===== config.mk =====
export PLATFORM = sky130hd
export DESIGN_NAME = dlock_ctrl
export DESIGN_NICKNAME = d
export VERILOG_FILES = /design/src/rtl/dlock_pkg.sv /design/src/rtl/dlock_regs.sv /design/src/rtl/dlock_walker.sv /design/src/rtl/dlock_flags.sv /design/src/rtl/dlock_ctrl.sv
export SDC_FILE = /design/constraint.sdc
export NUM_CORES = 1
export LEC_CHECK = 0
export BUFFER_PORTS_ARGS = -buffer_cell sky130_fd_sc_hd__buf_2
export CORE_MARGIN = 3
export CORE_UTILIZATION = 50
export CTS_CLUSTER_SIZE = 12
export DETAILED_ROUTE_END_ITERATION = 8
export PLACE_DENSITY = 0.73
export RECOVER_POWER = 100
export SYNTH_ARGS = -nofsm -noshare
export SYNTH_HDL_FRONTEND = slang
export SYNTH_SLANG_ARGS = --single-unit
export TNS_END_PERCENT = 20

===== constraint.sdc =====
create_clock -name clk -period 4.1 [get_ports clk]
set_input_delay 0.615 -clock clk [delete_from_list [all_inputs] [get_ports clk]]
set_output_delay 0.615 -clock clk [all_outputs]
set_load 0.01 [all_outputs]

===== src/rtl/dlock_pkg.sv =====
package dlock_pkg;

    typedef enum logic [2:0] {
        OP_NONE       = 3'd0,
        OP_EVICT_SLOT = 3'd1,
        OP_FLUSH_LINE = 3'd2,
        OP_FETCH      = 3'd3,
        OP_LRU_INIT   = 3'd4
    } lk_op_e;

    typedef enum logic [2:0] {
        ST_IDLE,
        ST_EVICT,
        ST_FLUSH,
        ST_FETCH,
        ST_LRU,
        ST_COMMIT
    } lk_st_e;

    localparam logic [1:0] RA_BASE = 2'd0;
    localparam logic [1:0] RA_SIZE = 2'd1;
    localparam logic [1:0] RA_CTRL = 2'd2;

endpackage


===== src/rtl/dlock_regs.sv =====
module dlock_regs
    import dlock_pkg::*;
#(
    parameter int ADDR_W = 16,
    parameter int OFF_W  = 4,
    parameter int DATA_W = 32
) (
    input  logic              clk,
    input  logic              rst_n,
    input  logic              reg_wen,
    input  logic [1:0]        reg_addr,
    input  logic [DATA_W-1:0] reg_wdata,
    input  logic              busy,
    output logic [DATA_W-1:0] reg_rdata,
    output logic [ADDR_W-1:0] base,
    output logic [ADDR_W-1:0] size,
    output logic              enable,
    output logic              start,
    output logic              stop
);

    localparam int HI_W = ADDR_W - OFF_W;

    typedef struct packed {
        logic [ADDR_W-1:0] base;
        logic [ADDR_W-1:0] size;
        logic              en;
    } regs_t;

    regs_t q, d;

    always_comb begin
        d     = q;
        start = 1'b0;
        stop  = 1'b0;
        if (reg_wen && !busy) begin
            case (reg_addr)
                RA_BASE: d.base = {reg_wdata[ADDR_W-1:OFF_W], {OFF_W{1'b0}}};
                RA_SIZE: d.size = {reg_wdata[ADDR_W-1:OFF_W], {OFF_W{1'b0}}};
                RA_CTRL: begin
                    d.en = reg_wdata[0];
                    if (reg_wdata[0]) begin
                        start = (q.size[ADDR_W-1:OFF_W] != {HI_W{1'b0}});
                    end else begin
                        stop = 1'b1;
                    end
                end
                default: ;
            endcase
        end
    end

    always_comb begin
        reg_rdata = '0;
        case (reg_addr)
            RA_BASE: reg_rdata[ADDR_W-1:0] = q.base;
            RA_SIZE: reg_rdata[ADDR_W-1:0] = q.size;
            RA_CTRL: begin
                reg_rdata[0] = q.en;
                reg_rdata[1] = busy;
            end
            default: ;
        endcase
    end

    always_ff @(posedge clk or negedge rst_n) begin
        if (!rst_n) q <= '0;
        else        q <= d;
    end

    assign base   = q.base;
    assign size   = q.size;
    assign enable = q.en;

endmodule


===== src/rtl/dlock_walker.sv =====
module dlock_walker
    import dlock_pkg::*;
#(
    parameter int ADDR_W = 16,
    parameter int OFF_W  = 4,
    parameter int SET_W  = 3
) (
    input  logic              clk,
    input  logic              rst_n,
    input  logic              start,
    input  logic [ADDR_W-1:0] base,
    input  logic [ADDR_W-1:0] size,
    input  logic              cmd_ack,
    output logic              busy,
    output logic              cmd_valid,
    output logic [2:0]        cmd_op,
    output logic [ADDR_W-1:0] cmd_addr,
    output logic              stage_we,
    output logic [SET_W-1:0]  stage_idx,
    output logic              commit
);

    localparam int               PW  = ADDR_W + 1;
    localparam logic [PW-1:0]    BLK = PW'(1) << OFF_W;

    typedef struct packed {
        lk_st_e        st;
        logic [PW-1:0] cur;
        logic [PW-1:0] first;
        logic [PW-1:0] stop_at;
    } walk_t;

    walk_t q, d;

    logic          accepted;
    logic          last_blk;
    logic [PW-1:0] next_cur;

    always_comb begin
        next_cur = q.cur + BLK;
        last_blk = (next_cur >= q.stop_at);
        accepted = cmd_valid && cmd_ack;
    end

    always_comb begin
        cmd_valid = 1'b0;
        cmd_op    = OP_NONE;
        case (q.st)
            ST_EVICT: begin cmd_valid = 1'b1; cmd_op = OP_EVICT_SLOT; end
            ST_FLUSH: begin cmd_valid = 1'b1; cmd_op = OP_FLUSH_LINE; end
            ST_FETCH: begin cmd_valid = 1'b1; cmd_op = OP_FETCH;      end
            ST_LRU:   begin cmd_valid = 1'b1; cmd_op = OP_LRU_INIT;   end
            default: ;
        endcase
        cmd_addr  = q.cur[ADDR_W-1:0];
        busy      = (q.st != ST_IDLE);
        stage_we  = (q.st == ST_LRU) && accepted;
        stage_idx = q.cur[OFF_W+SET_W-1:OFF_W];
        commit    = (q.st == ST_COMMIT);
    end

    always_comb begin
        d = q;
        case (q.st)
            ST_IDLE: begin
                if (start) begin
                    d.st      = ST_EVICT;
                    d.cur     = {1'b0, base};
                    d.first   = {1'b0, base};
                    d.stop_at = {1'b0, base} + {1'b0, size};
                end
            end
            ST_EVICT: begin
                if (accepted) begin
                    if (last_blk) begin
                        d.st  = ST_FLUSH;
                        d.cur = q.first;
                    end else begin
                        d.cur = next_cur;
                    end
                end
            end
            ST_FLUSH: begin
                if (accepted) d.st = ST_FETCH;
            end
            ST_FETCH: begin
                if (accepted) begin
                    if (last_blk) begin
                        d.st  = ST_LRU;
                        d.cur = q.first;
                    end else begin
                        d.st  = ST_FLUSH;
                        d.cur = next_cur;
                    end
                end
            end
            ST_LRU: begin
                if (accepted) begin
                    if (last_blk) d.st  = ST_COMMIT;
                    else          d.cur = next_cur;
                end
            end
            ST_COMMIT: d.st = ST_IDLE;
            default:   d.st = ST_IDLE;
        endcase
    end

    always_ff @(posedge clk or negedge rst_n) begin
        if (!rst_n) begin
            q.st      <= ST_IDLE;
            q.cur     <= '0;
            q.first   <= '0;
            q.stop_at <= '0;
        end else begin
            q <= d;
        end
    end

endmodule


===== src/rtl/dlock_flags.sv =====
module dlock_flags #(
    parameter int SET_W = 3
) (
    input  logic                   clk,
    input  logic                   rst_n,
    input  logic                   clear,
    input  logic                   stage_we,
    input  logic [SET_W-1:0]       stage_idx,
    input  logic                   commit,
    output logic [(1<<SET_W)-1:0]  lock_mask
);

    localparam int NUM_SETS = 1 << SET_W;

    typedef struct packed {
        logic [NUM_SETS-1:0] staged;
        logic [NUM_SETS-1:0] mask;
    } flags_t;

    flags_t q, d;
    logic [NUM_SETS-1:0] hit;

    for (genvar s = 0; s < NUM_SETS; s++) begin : g_dec
        assign hit[s] = stage_we && (stage_idx == SET_W'(s));
    end

    always_comb begin
        d = q;
        if (clear) begin
            d.staged = '0;
            d.mask   = '0;
        end else begin
            d.staged = q.staged | hit;
            if (commit) d.mask = q.staged;
        end
    end

    always_ff @(posedge clk or negedge rst_n) begin
        if (!rst_n) q <= '0;
        else        q <= d;
    end

    assign lock_mask = q.mask;

endmodule


===== src/rtl/dlock_ctrl.sv =====
module dlock_ctrl
    import dlock_pkg::*;
#(
    parameter int ADDR_W = 16,
    parameter int OFF_W  = 4,
    parameter int SET_W  = 3,
    parameter int DATA_W = 32
) (
    input  logic                  clk,
    input  logic                  rst_n,
    input  logic                  reg_wen,
    input  logic [1:0]            reg_addr,
    input  logic [DATA_W-1:0]     reg_wdata,
    output logic [DATA_W-1:0]     reg_rdata,
    output logic                  cmd_valid,
    output logic [2:0]            cmd_op,
    output logic [ADDR_W-1:0]     cmd_addr,
    input  logic                  cmd_ack,
    output logic [(1<<SET_W)-1:0] lock_mask
);

    logic              busy_w;
    logic [ADDR_W-1:0] base_w;
    logic [ADDR_W-1:0] size_w;
    logic              enable_w;
    logic              start_w;
    logic              stop_w;
    logic              stage_we_w;
    logic [SET_W-1:0]  stage_idx_w;
    logic              commit_w;

    dlock_regs #(.ADDR_W(ADDR_W), .OFF_W(OFF_W), .DATA_W(DATA_W)) u_regs (
        .clk       (clk),
        .rst_n     (rst_n),
        .reg_wen   (reg_wen),
        .reg_addr  (reg_addr),
        .reg_wdata (reg_wdata),
        .busy      (busy_w),
        .reg_rdata (reg_rdata),
        .base      (base_w),
        .size      (size_w),
        .enable    (enable_w),
        .start     (start_w),
        .stop      (stop_w)
    );

    dlock_walker #(.ADDR_W(ADDR_W), .OFF_W(OFF_W), .SET_W(SET_W)) u_walk (
        .clk       (clk),
        .rst_n     (rst_n),
        .start     (start_w),
        .base      (base_w),
        .size      (size_w),
        .cmd_ack   (cmd_ack),
        .busy      (busy_w),
        .cmd_valid (cmd_valid),
        .cmd_op    (cmd_op),
        .cmd_addr  (cmd_addr),
        .stage_we  (stage_we_w),
        .stage_idx (stage_idx_w),
        .commit    (commit_w)
    );

    dlock_flags #(.SET_W(SET_W)) u_flags (
        .clk       (clk),
        .rst_n     (rst_n),
        .clear     (start_w | stop_w),
        .stage_we  (stage_we_w),
        .stage_idx (stage_idx_w),
        .commit    (commit_w),
        .lock_mask (lock_mask)
    );

endmodule


* After elaboration in Yosys (flattened, before gate mapping) *
Cells that the tools add are included.

storage, ports and cells
  flip-flop bits (word level) = 90
  output and inout bits = 60
  logic and storage cells = 86

operators by class
  add/sub/neg operators = 2
  $lt $le $gt $ge = 1
  eq/ne operators = 22
  multiplexer cells = 24
  bitwise logic cells = 2
  reduce and logical (&&, ||, !) cells = 26

operator list
  kind                   count
  $mux 20                4
  $pmux 17 s4            1
  $mux 54                1
  $mux 17                2
  $pmux 14 s2            1
  $eq 3x3->1 const B     6
  $add 16x16->17         1
  $add 17x5->17 const B  1
  $ge 17x17->1           1
  $mux 16                1
  $pmux 3 s5             1
  $eq 3x2->1 const B     4
  $ne 2x1->1 const B     6
  $pmux 3 s4             1
  $reduce_bool 12->1     1
  $logic_and 1x1->1      11
  $mux 3                 3
  $mux 8                 1
  $or 8x8->8             1
  $reduce_and 2->1       4
  $mux 1                 7
  $reduce_and 7->1       1
  $eq 3x1->1 const B     2
  $logic_not 3->1        2
  other kinds (12)       13

* Longest topological paths before layout *
Gate-level depths: netlist (run 1).

  word-level depth = 8
  mapped depth = 15

* Cells and area by module *
A second synthesis (run 1) with hierarchy kept.

unflattened totals
  cells, all modules = 594
  area total of the unflattened synthesis = 5,957.0 µm²

modules (own cells, without submodules)
  module        instances  cells an instance  area each (µm²)  sequential area each (µm²)
  dlock_walker  1          409                3,737.3          1,326.3
  dlock_regs    1          118                1,486.4          625.6
  dlock_flags   1          66                 726.9            400.4
  dlock_ctrl    1          1                  6.3              0.0

* Worst setup path after synthesis (run 1) *
No wires, ideal clock.

  path type = register to register
  start point = reg u_walk.q, in the netlist u_walk.cmd_addr[7]
  end point = reg u_walk.q, in the netlist u_walk.cmd_addr[11]
  library setup time = 128 ps
  arrival = 3,063 ps
  required time = 3,972 ps
  slack = 910 ps
  stages on the path, launching flop included = 15
  clock period less this slack = 3,190 ps
  cells stage by stage = dfrtp_1 and4_1 and4_1 nand2_1 nor2_1 xor2_1 ha_1 a21o_1 a21oi_2 nor4b_4 a32oi_2 buf_6 mux2_4 a222oi_1 o21ai_1

on the way
  word-level cells in the longest chain between the ends = 5
  elaborated cells between the ends (all ways) = 11

ends and longest elaborated chain
  what                                line                                    source
  start: declaration                  dlock_walker.sv:33                      walk_t q, d;
  $add 17x5->17 (*)                   dlock_walker.sv:40                      next_cur = q.cur + BLK;
  $ge 17x17->1                        dlock_walker.sv:41                      last_blk = (next_cur >= q.stop_at);
  $mux 20 or $mux 17 (tied branches)  dlock_walker.sv:88, dlock_walker.sv:75
  $mux 20, on equally long branches   dlock_walker.sv:87, dlock_walker.sv:74
  $pmux 17 s4                         dlock_walker.sv:64                      case (q.st)

Mark *: on every way between the ends. The rest lies on a longest branch, timed or not. The select of a mux whose other input is x is not followed.
A chain may end at the register's enable or synchronous reset.

* Worst setup path after layout (run 1) *
  start point = reg u_walk.q, in the netlist u_walk.cmd_addr[7]
  end point = reg u_walk.q, in the netlist u_walk.cmd_addr[10]

The elaborated chain is that of the path after synthesis.

==> qor.yml, run 1 <==
worst_setup_path:
  cp_common_cell: "and4_1"
  end_kind: "flip-flop"
  r2r_end: "u_walk.cmd_addr[10]"
  cp_max_fo: 16
  worstPathRequired_ps: 4340
  worstPathCellList: "and4_1, and4_1, nand2_1, nor2_1, xor2_1, ha_1, a21o_1, a21oi_2, nor4b_4, a32oi_2, mux2_2, a222oi_1, o21ai_0"
  cp.arrival_ps: 3960
  path_buf_inv: 0
  crit_type: "reg -> reg"
  slowest_stage: "a32oi_2"
  worstReg2RegStart: "u_walk.cmd_addr[7]"
  reg2regPathDepth: 13
  slowest_delay_ps: 740
  critical-path-top-delay-family: "compound AO/OA/AOI/OAI gates"
  start_kind: "flip-flop"
  rrSetupSlack_ps: 380
global_route:
  grt_first_pass_wirelength_um: 17520
  grt_max_degree: 83
  grt_use_total_pct: 19.42
  antenna_found_initial: 0
  grt_pass1_vias: 3604
  grt_remaining_overflow: 0
detailed_routing:
  ant_nets: 0
  via_count: 3739
  drt_pass1_iterations: 5
  route.detailed.drc: 0
  routedWlPerCell_um: 15.19
  vias_per_cell: 5.403
  drt_iter0_drc: 244
  routed_wl_um: 10510
sta:
  maxSlewHeadroom_pct: -36.49
  finClkSkew_ps: 12.74
  slew_viol_final: 114
  fin_crit_ps: 3722
  tightestPinTransition_ps: 2047
  grt_setup_unrepaired: "no"
  period_share_pct: 90.78
  setup_viol_count_final: 0
  fmax_ghz: 0.2687
  finalSetupTns_ps: 0
  final-hold-violation-count: 0
placed_design:
  dpl_cell_area_mm2: 0.005171
  place.gp.congestion: 0.8588
  place_hpwl_um: 7734
  port_buffers: 56
layout:
  finalNetCount: 627
  finalInstanceArea_mm2: 0.005308
  most-common-layout-cells: "dfrtp_1, nand2_1, nor2_1"
  layout_commonest_cell: "dfrtp_1"
  layout-drive-gt1-share_pct: 13.50
  diodes: 0
  area_growth_pct: 6.263
cts:
  cts-hold-fix-buffers: 0
  clk_transition_reported_paths_ps: 90
  cts_root_buf: "clkbuf_8"
  clock-sinks: 82
  cts_buffers: 9
  clock_latency_ps: 370
  cts_resized: 0
  cts_max_path_buffers: 2
  cts_tree: "done"
  postCtsSetupBuffers: 0
  htree_num_levels: 3
min_path:
  min_to: "u_walk.q[25]"
  hold_class: "reg -> reg"
  min_from: "u_walk.q[25]"
  holdPathStages: 2
synthesis:
  synth_cell_types: 51
  synth-seq-cells: 82
  avgSynthCellArea_um2: 9.532
  synth_area_mm2: 0.004995
  yosysWarnings: 0
  seq_area_frac_synth_pct: 41.08
  synth-edff-count: 0
  async_reset_ff_share_pct: 100.0
  syn_inst: 524
  synthFlopType: "dfrtp_1"
status:
  status: "complete, but fails checks"
  violations: "max-capacitance violations, max-slew violations"
floorplan:
  placementRows: 35
  die_area_mm2: 0.01122
  fp.dieH_um: 105.9
  io_pins: 98
  start_util_pct: 52.80
  core_mm2: 0.009459
  fp.dieW_um: 105.9
power:
  ir_worst_vdd_mv: 0.3732
  p_leak_nw: 2.602
  p_per_area_mw_per_mm2: 783.7
run:
  drv_cap: 2
[worst reg2reg max path: stages, from the launching register on]
cell,delay (ps)
dfrtp_1,460
and4_1,290
and4_1,230
nand2_1,80
nor2_1,130
xor2_1,250
ha_1,180
a21o_1,120
a21oi_2,70
nor4b_4,130
a32oi_2,740
mux2_2,410
a222oi_1,370
o21ai_0,120
[routing by layer]
layer	up-vias	GRT usage, %	share of wire (%)
met4	0	5.735	1.4
met2	119	29.37	45
met1	1775	28.26	47
met5	-	0	0
met3	9	4.007	6.3
li1	1836	-	-
[report_power, final]
| group | total (W) | internal (W) | switching, W |
|---|---|---|---|
| Combinational | 0.00207 | 0.000924 | 0.00115 |
| Clock | 0.000605 | 0.000289 | 0.000316 |
| Sequential | 0.00148 | 0.00114 | 0.000343 |
| Total | 0.00416 | 0.00235 | 0.00181 |
[worst max path at each step]
stage / from / to / slack, ps / cells after the start
finish: u_walk.cmd_addr[7] / u_walk.cmd_addr[10] / 380 / 13
global route: u_walk.cmd_addr[7] / u_walk.cmd_addr[12] / 30 / 13
CTS: u_walk.cmd_addr[7] / u_walk.cmd_addr[10] / 380 / 13
detailed placement: u_walk.cmd_addr[7] / u_walk.cmd_addr[10] / 400 / 13
global placement: u_walk.cmd_addr[7] / u_walk.cmd_addr[8] / 480 / 13
floorplan: u_walk.cmd_addr[7] / u_walk.cmd_addr[11] / 910 / 14
[state kept, by name, indices dropped and copies added (netlist names)]
name and cells:
u_walk.q 29, u_regs.base 12, u_regs.size 12, u_walk.cmd_addr 12, u_flags.lock_mask 8, u_flags.q 8, u_regs.enable 1
[final cells by class]
type / count / area, um^2
Multi-Input combinational cell: 376 / 2522
Tap cell: 129 / 161.4
Clock inverter: 6 / 73.82
Clock buffer: 10 / 127.6
Inverter: 27 / 101.3
Timing Repair Buffer: 62 / 269.0
Fill cell: 874 / 4151
Sequential cell: 82 / 2052
[Yosys cell counts (all sizes together) (2+ instances only)]
| cell | count | share of area, % |
|---|---|---|
| nor2 | 46 | 3.5 |
| nand2 | 66 | 5.0 |
| nor4b | 2 | 0.65 |
| clkbuf | 13 | 0.98 |
| nor3 | 4 | 0.40 |
| xor2 | 8 | 1.4 |
| nand2b | 2 | 0.25 |
| nor4 | 5 | 0.63 |
| a31o | 3 | 0.53 |
| and4 | 2 | 0.35 |
| or2 | 2 | 0.25 |
| mux2i | 20 | 4.0 |
| dfrtp | 82 | 41 |
| a21o | 4 | 0.60 |
| nand4 | 4 | 0.50 |
| mux2 | 31 | 7.1 |
| a222oi | 11 | 2.2 |
| nand3 | 14 | 1.4 |
| o21a | 2 | 0.30 |
| and3 | 3 | 0.38 |
| or3 | 2 | 0.25 |
| nor2b | 3 | 0.38 |
| o21ai | 36 | 3.6 |
| buf | 47 | 6.9 |
| xnor2 | 13 | 2.3 |
| and2 | 2 | 0.25 |
| a21oi | 25 | 2.6 |
| inv | 27 | 2.0 |
| a211oi | 2 | 0.30 |
| ha | 30 | 7.5 |
[kinds of logic (layout without fill, tap and decap cells)]
group | count (synthesis) | in the layout | synth area share, %
compound gates | 92 | 92 | 11.77
flops | 82 | 82 | 41.08
buf+inv | 87 | 105 | 9.920
simple gates | 159 | 159 | 14.40
mux | 51 | 51 | 11.15
xor+xnor | 21 | 21 | 3.682
fa+ha+maj | 31 | 31 | 7.916
other cells | 1 | 22 | 0.07508
[per-stage QoR]
stage,power (W),setup slack [ps],util [%],hold WS (ps),cells
final,0.004159,378.0,56.11,475.6,692
after global routing,0.004539,27.36,56.11,480.6,692
after global placement,0.003512,478.6,54.67,451.3,676
after detailed placement,0.003603,403.6,54.67,456.8,676
after CTS,0.004219,379.5,56.80,470.5,692
after floorplan,0.003140,909.6,-,319.4,545
(Power assumes the default switching activity.)
==> run 2, diff against run 1 <==
--- a/config.mk
+++ b/config.mk
@@ -5,11 +5,11 @@
 export SDC_FILE = /design/constraint.sdc
 export NUM_CORES = 1
 export LEC_CHECK = 0
-export BUFFER_PORTS_ARGS = -buffer_cell sky130_fd_sc_hd__buf_2
 export CORE_MARGIN = 3
 export CORE_UTILIZATION = 50
 export CTS_CLUSTER_SIZE = 12
 export DETAILED_ROUTE_END_ITERATION = 8
+export DONT_BUFFER_PORTS = 1
 export PLACE_DENSITY = 0.73
 export RECOVER_POWER = 100
 export SYNTH_ARGS = -nofsm -noshare
==> run 2 against run 1 <==
  * Clock power grew 2%
  * Sequential share of layout area up 1.7 points
  * Clock skew increased by 2.5 ps
  * Clock-buffer cell count is the same
  * Global-route usage increased by 0.52 points
  * Register-to-register slack about the same
  * Non-clock buffer count decreased by 55
  * Critical endpoint is now u_walk.cmd_addr[5]
  * Sequential power increased by 3%
  * Flip-flop and latch count unchanged
  * Highest routed layer unchanged
  * The run still ends with max-capacitance violations, max-slew violations left
  * Critical path type unchanged
  * Critical path depth did not move
  * Combinational power fell by 7%
==> qor.yml, run 2 (synthesis results as in run 1) <==
run:
  drv_cap: 2  # unchanged
worst_setup_path:
  worstPathRequired_ps: 4340  # about the same
  slowest_stage: "dfrtp_1"
  worstPathCellList: "and4_1, and4_1, nand2_1, nor2_1, xor2_1, ha_1, a21o_1, a21oi_2, nor4b_4, a32oi_4, mux2_2, a222oi_1, o21ai_0"
  slowest_delay_ps: 530  # -210 ps
  cp.arrival_ps: 3970  # about the same
  end_kind: "flip-flop"
  cp_common_cell: "and4_1"
  crit_type: "reg -> reg"
  start_kind: "flip-flop"
  cp_max_fo: 16  # unchanged
power:
  p_leak_nw: 2.469  # -5.1%
  p_per_area_mw_per_mm2: 801.9  # +2.3%
  power_w: 0.004074  # -2.0%
  ir_worst_vdd_mv: 0.4381  # +17%
sta:
  fmax_ghz: 0.2686  # about the same
  fin_crit_ps: 3723  # +0.6810 ps
  maxSlewHeadroom_pct: -34.66  # +1.8 points
  tightestPinTransition_ps: 2020  # -27.37 ps
  finalSetupTns_ps: 0  # unchanged
  period_share_pct: 90.80  # about the same
  grt_setup_unrepaired: "no"
  setup_viol_count_final: 0  # unchanged
  finClkSkew_ps: 15.24  # +2.501 ps
  slew_viol_final: 114  # unchanged
  final-hold-violation-count: 0  # unchanged
detailed_routing:
  drt_pass1_iterations: 5  # unchanged
  routed_wl_um: 10580  # +0.67%
  via_count: 3540  # -5.3%
  vias_per_cell: 5.557  # +2.9%
  drt_iter0_drc: 193  # -21%
  route.detailed.drc: 0  # unchanged
  routedWlPerCell_um: 16.61  # +9.4%
  ant_nets: 0  # unchanged
layout:
  regMostFlops: "u_walk.q"
  largest_reg_flops: 29  # unchanged
  area_growth_pct: 1.728
  diodes: 0  # unchanged
  fill_cells: 863  # -1.3%
  finalInstanceArea_mm2: 0.005081  # -4.3%
  finalNetCount: 572  # -8.8%
  final_cells: 637  # -7.9%
  most-common-layout-cells: "dfrtp_1, nand2_1, nor2_1"
  multi_input_area_mm2: 0.002530  # +0.30%
  final_core_util_pct: 53.72  # -2.4 points
  layout-drive-gt1-share_pct: 10.63  # -2.9 points
  layout_commonest_cell: "dfrtp_1"
  seq_area_mm2: 0.002052  # unchanged
cts:
  cts_max_path_buffers: 2  # unchanged
  clock_latency_ps: 370  # about the same
  cts_root_buf: "clkbuf_8"
  cts_buffers: 9  # unchanged
  postCtsSetupBuffers: 0  # unchanged
  htree_num_levels: 3  # unchanged
  cts_tree: "done"
  clk_transition_reported_paths_ps: 90  # about the same
  clock-sinks: 82  # unchanged
floorplan:
  start_util_pct: 52.80  # unchanged
  core_mm2: 0.009459  # unchanged
  die_area_mm2: 0.01122  # unchanged
  placementRows: 35  # unchanged
  io_pins: 98  # unchanged
  fp.dieH_um: 105.9  # unchanged
  fp.dieW_um: 105.9  # unchanged
placed_design:
  place_hpwl_um: 7723  # -0.14%
  port_buffers: 0  # -100%
  dpl.cell_count: 620  # -8.3%
  dpl_cell_area_mm2: 0.004888  # -5.5%
  place.gp.congestion: 0.8082  # -5.9%
global_route:
  grt_remaining_overflow: 0  # unchanged
  grt_max_degree: 83  # unchanged
  grt_pass1_vias: 3544  # -1.7%
  antenna_found_initial: 0  # unchanged
  grt_use_total_pct: 19.93  # +0.52 points
  grt_first_pass_wirelength_um: 17960  # +2.5%
status:
  violations: "max-capacitance violations, max-slew violations"
  status: "complete, but fails checks"
min_path:
  hold_class: "in -> reg"
[run 2: cell type report]
| cell class | instances | share of cell area, % |
|---|---|---|
| Tap cell | 129 | 3.177 |
| Sequential cell | 82 | 40.38 |
| Multi-Input combinational cell | 376 | 49.79 |
| Clock buffer | 10 | 2.512 |
| Timing Repair Buffer | 7 | 0.7141 |
| Inverter | 27 | 1.995 |
| Clock inverter | 6 | 1.428 |
[run 2: path summary, 6_finish.rpt]
kind	to	cells after the start	slack (ps)	startpoint
min reg2reg	u_regs.enable	2	470	u_regs.enable
max reg2reg	u_walk.cmd_addr[5]	13	380	u_walk.cmd_addr[7]
max in group asynchronous	u_walk.q[29]	1	2100	rst_n
min in group asynchronous	u_regs.base[4]	1	810	rst_n
max	u_walk.cmd_addr[5]	13	380	u_walk.cmd_addr[7]
min	u_regs.base[5]	2	370	reg_wdata[5]
[run 2: worst max-delay path, delay by kind of cell, from the launching register on]
kind / cells / cell delay [ps]
AO/OA/AOI/OAI: 5 / 1180
AND/OR/NAND/NOR: 5 / 980
flip-flops: 1 / 530
multiplexers: 1 / 350
adder cells (fa/ha/maj): 1 / 290
XOR/XNOR: 1 / 260
[run 2: where the power goes]
part	internal (W)	leakage, nW	switching, W
clock network	0.000288	0.0975	0.000329
logic	0.000864	1.32	0.00106
registers	0.00114	1.05	0.000396
total	0.00229	2.47	0.00178
[run 2: stage by stage]
| stage | setup WS, ps | hold WS (ps) |
|---|---|---|
| after floorplan | 909.6 | 319.4 |
| after global placement | 396.2 | 323.8 |
| after detailed placement | 341.6 | 323.2 |
| after CTS | 315.7 | 150.4 |
| after global routing | 61.06 | 372.2 |
| final | 377.3 | 367.7 |
[run 2: what timing repair did]
action,4_1_cts,5_1_grt
endpoints found under the hold margin,82,0
setup endpoints to repair,0,1
gates resized for setup,0,1
hold buffers,1,0
[run 2: routing by layer]
layer	vias to the layer above	part of all wire (%)	wire length [um]	GRT usage, %
met3	11	6.7	710	4.918
met5	-	0	0	0
met1	1714	46	4854	27.61
li1	1717	-	-	-
met2	98	46	4891	31.56
met4	0	1.2	125	4.995
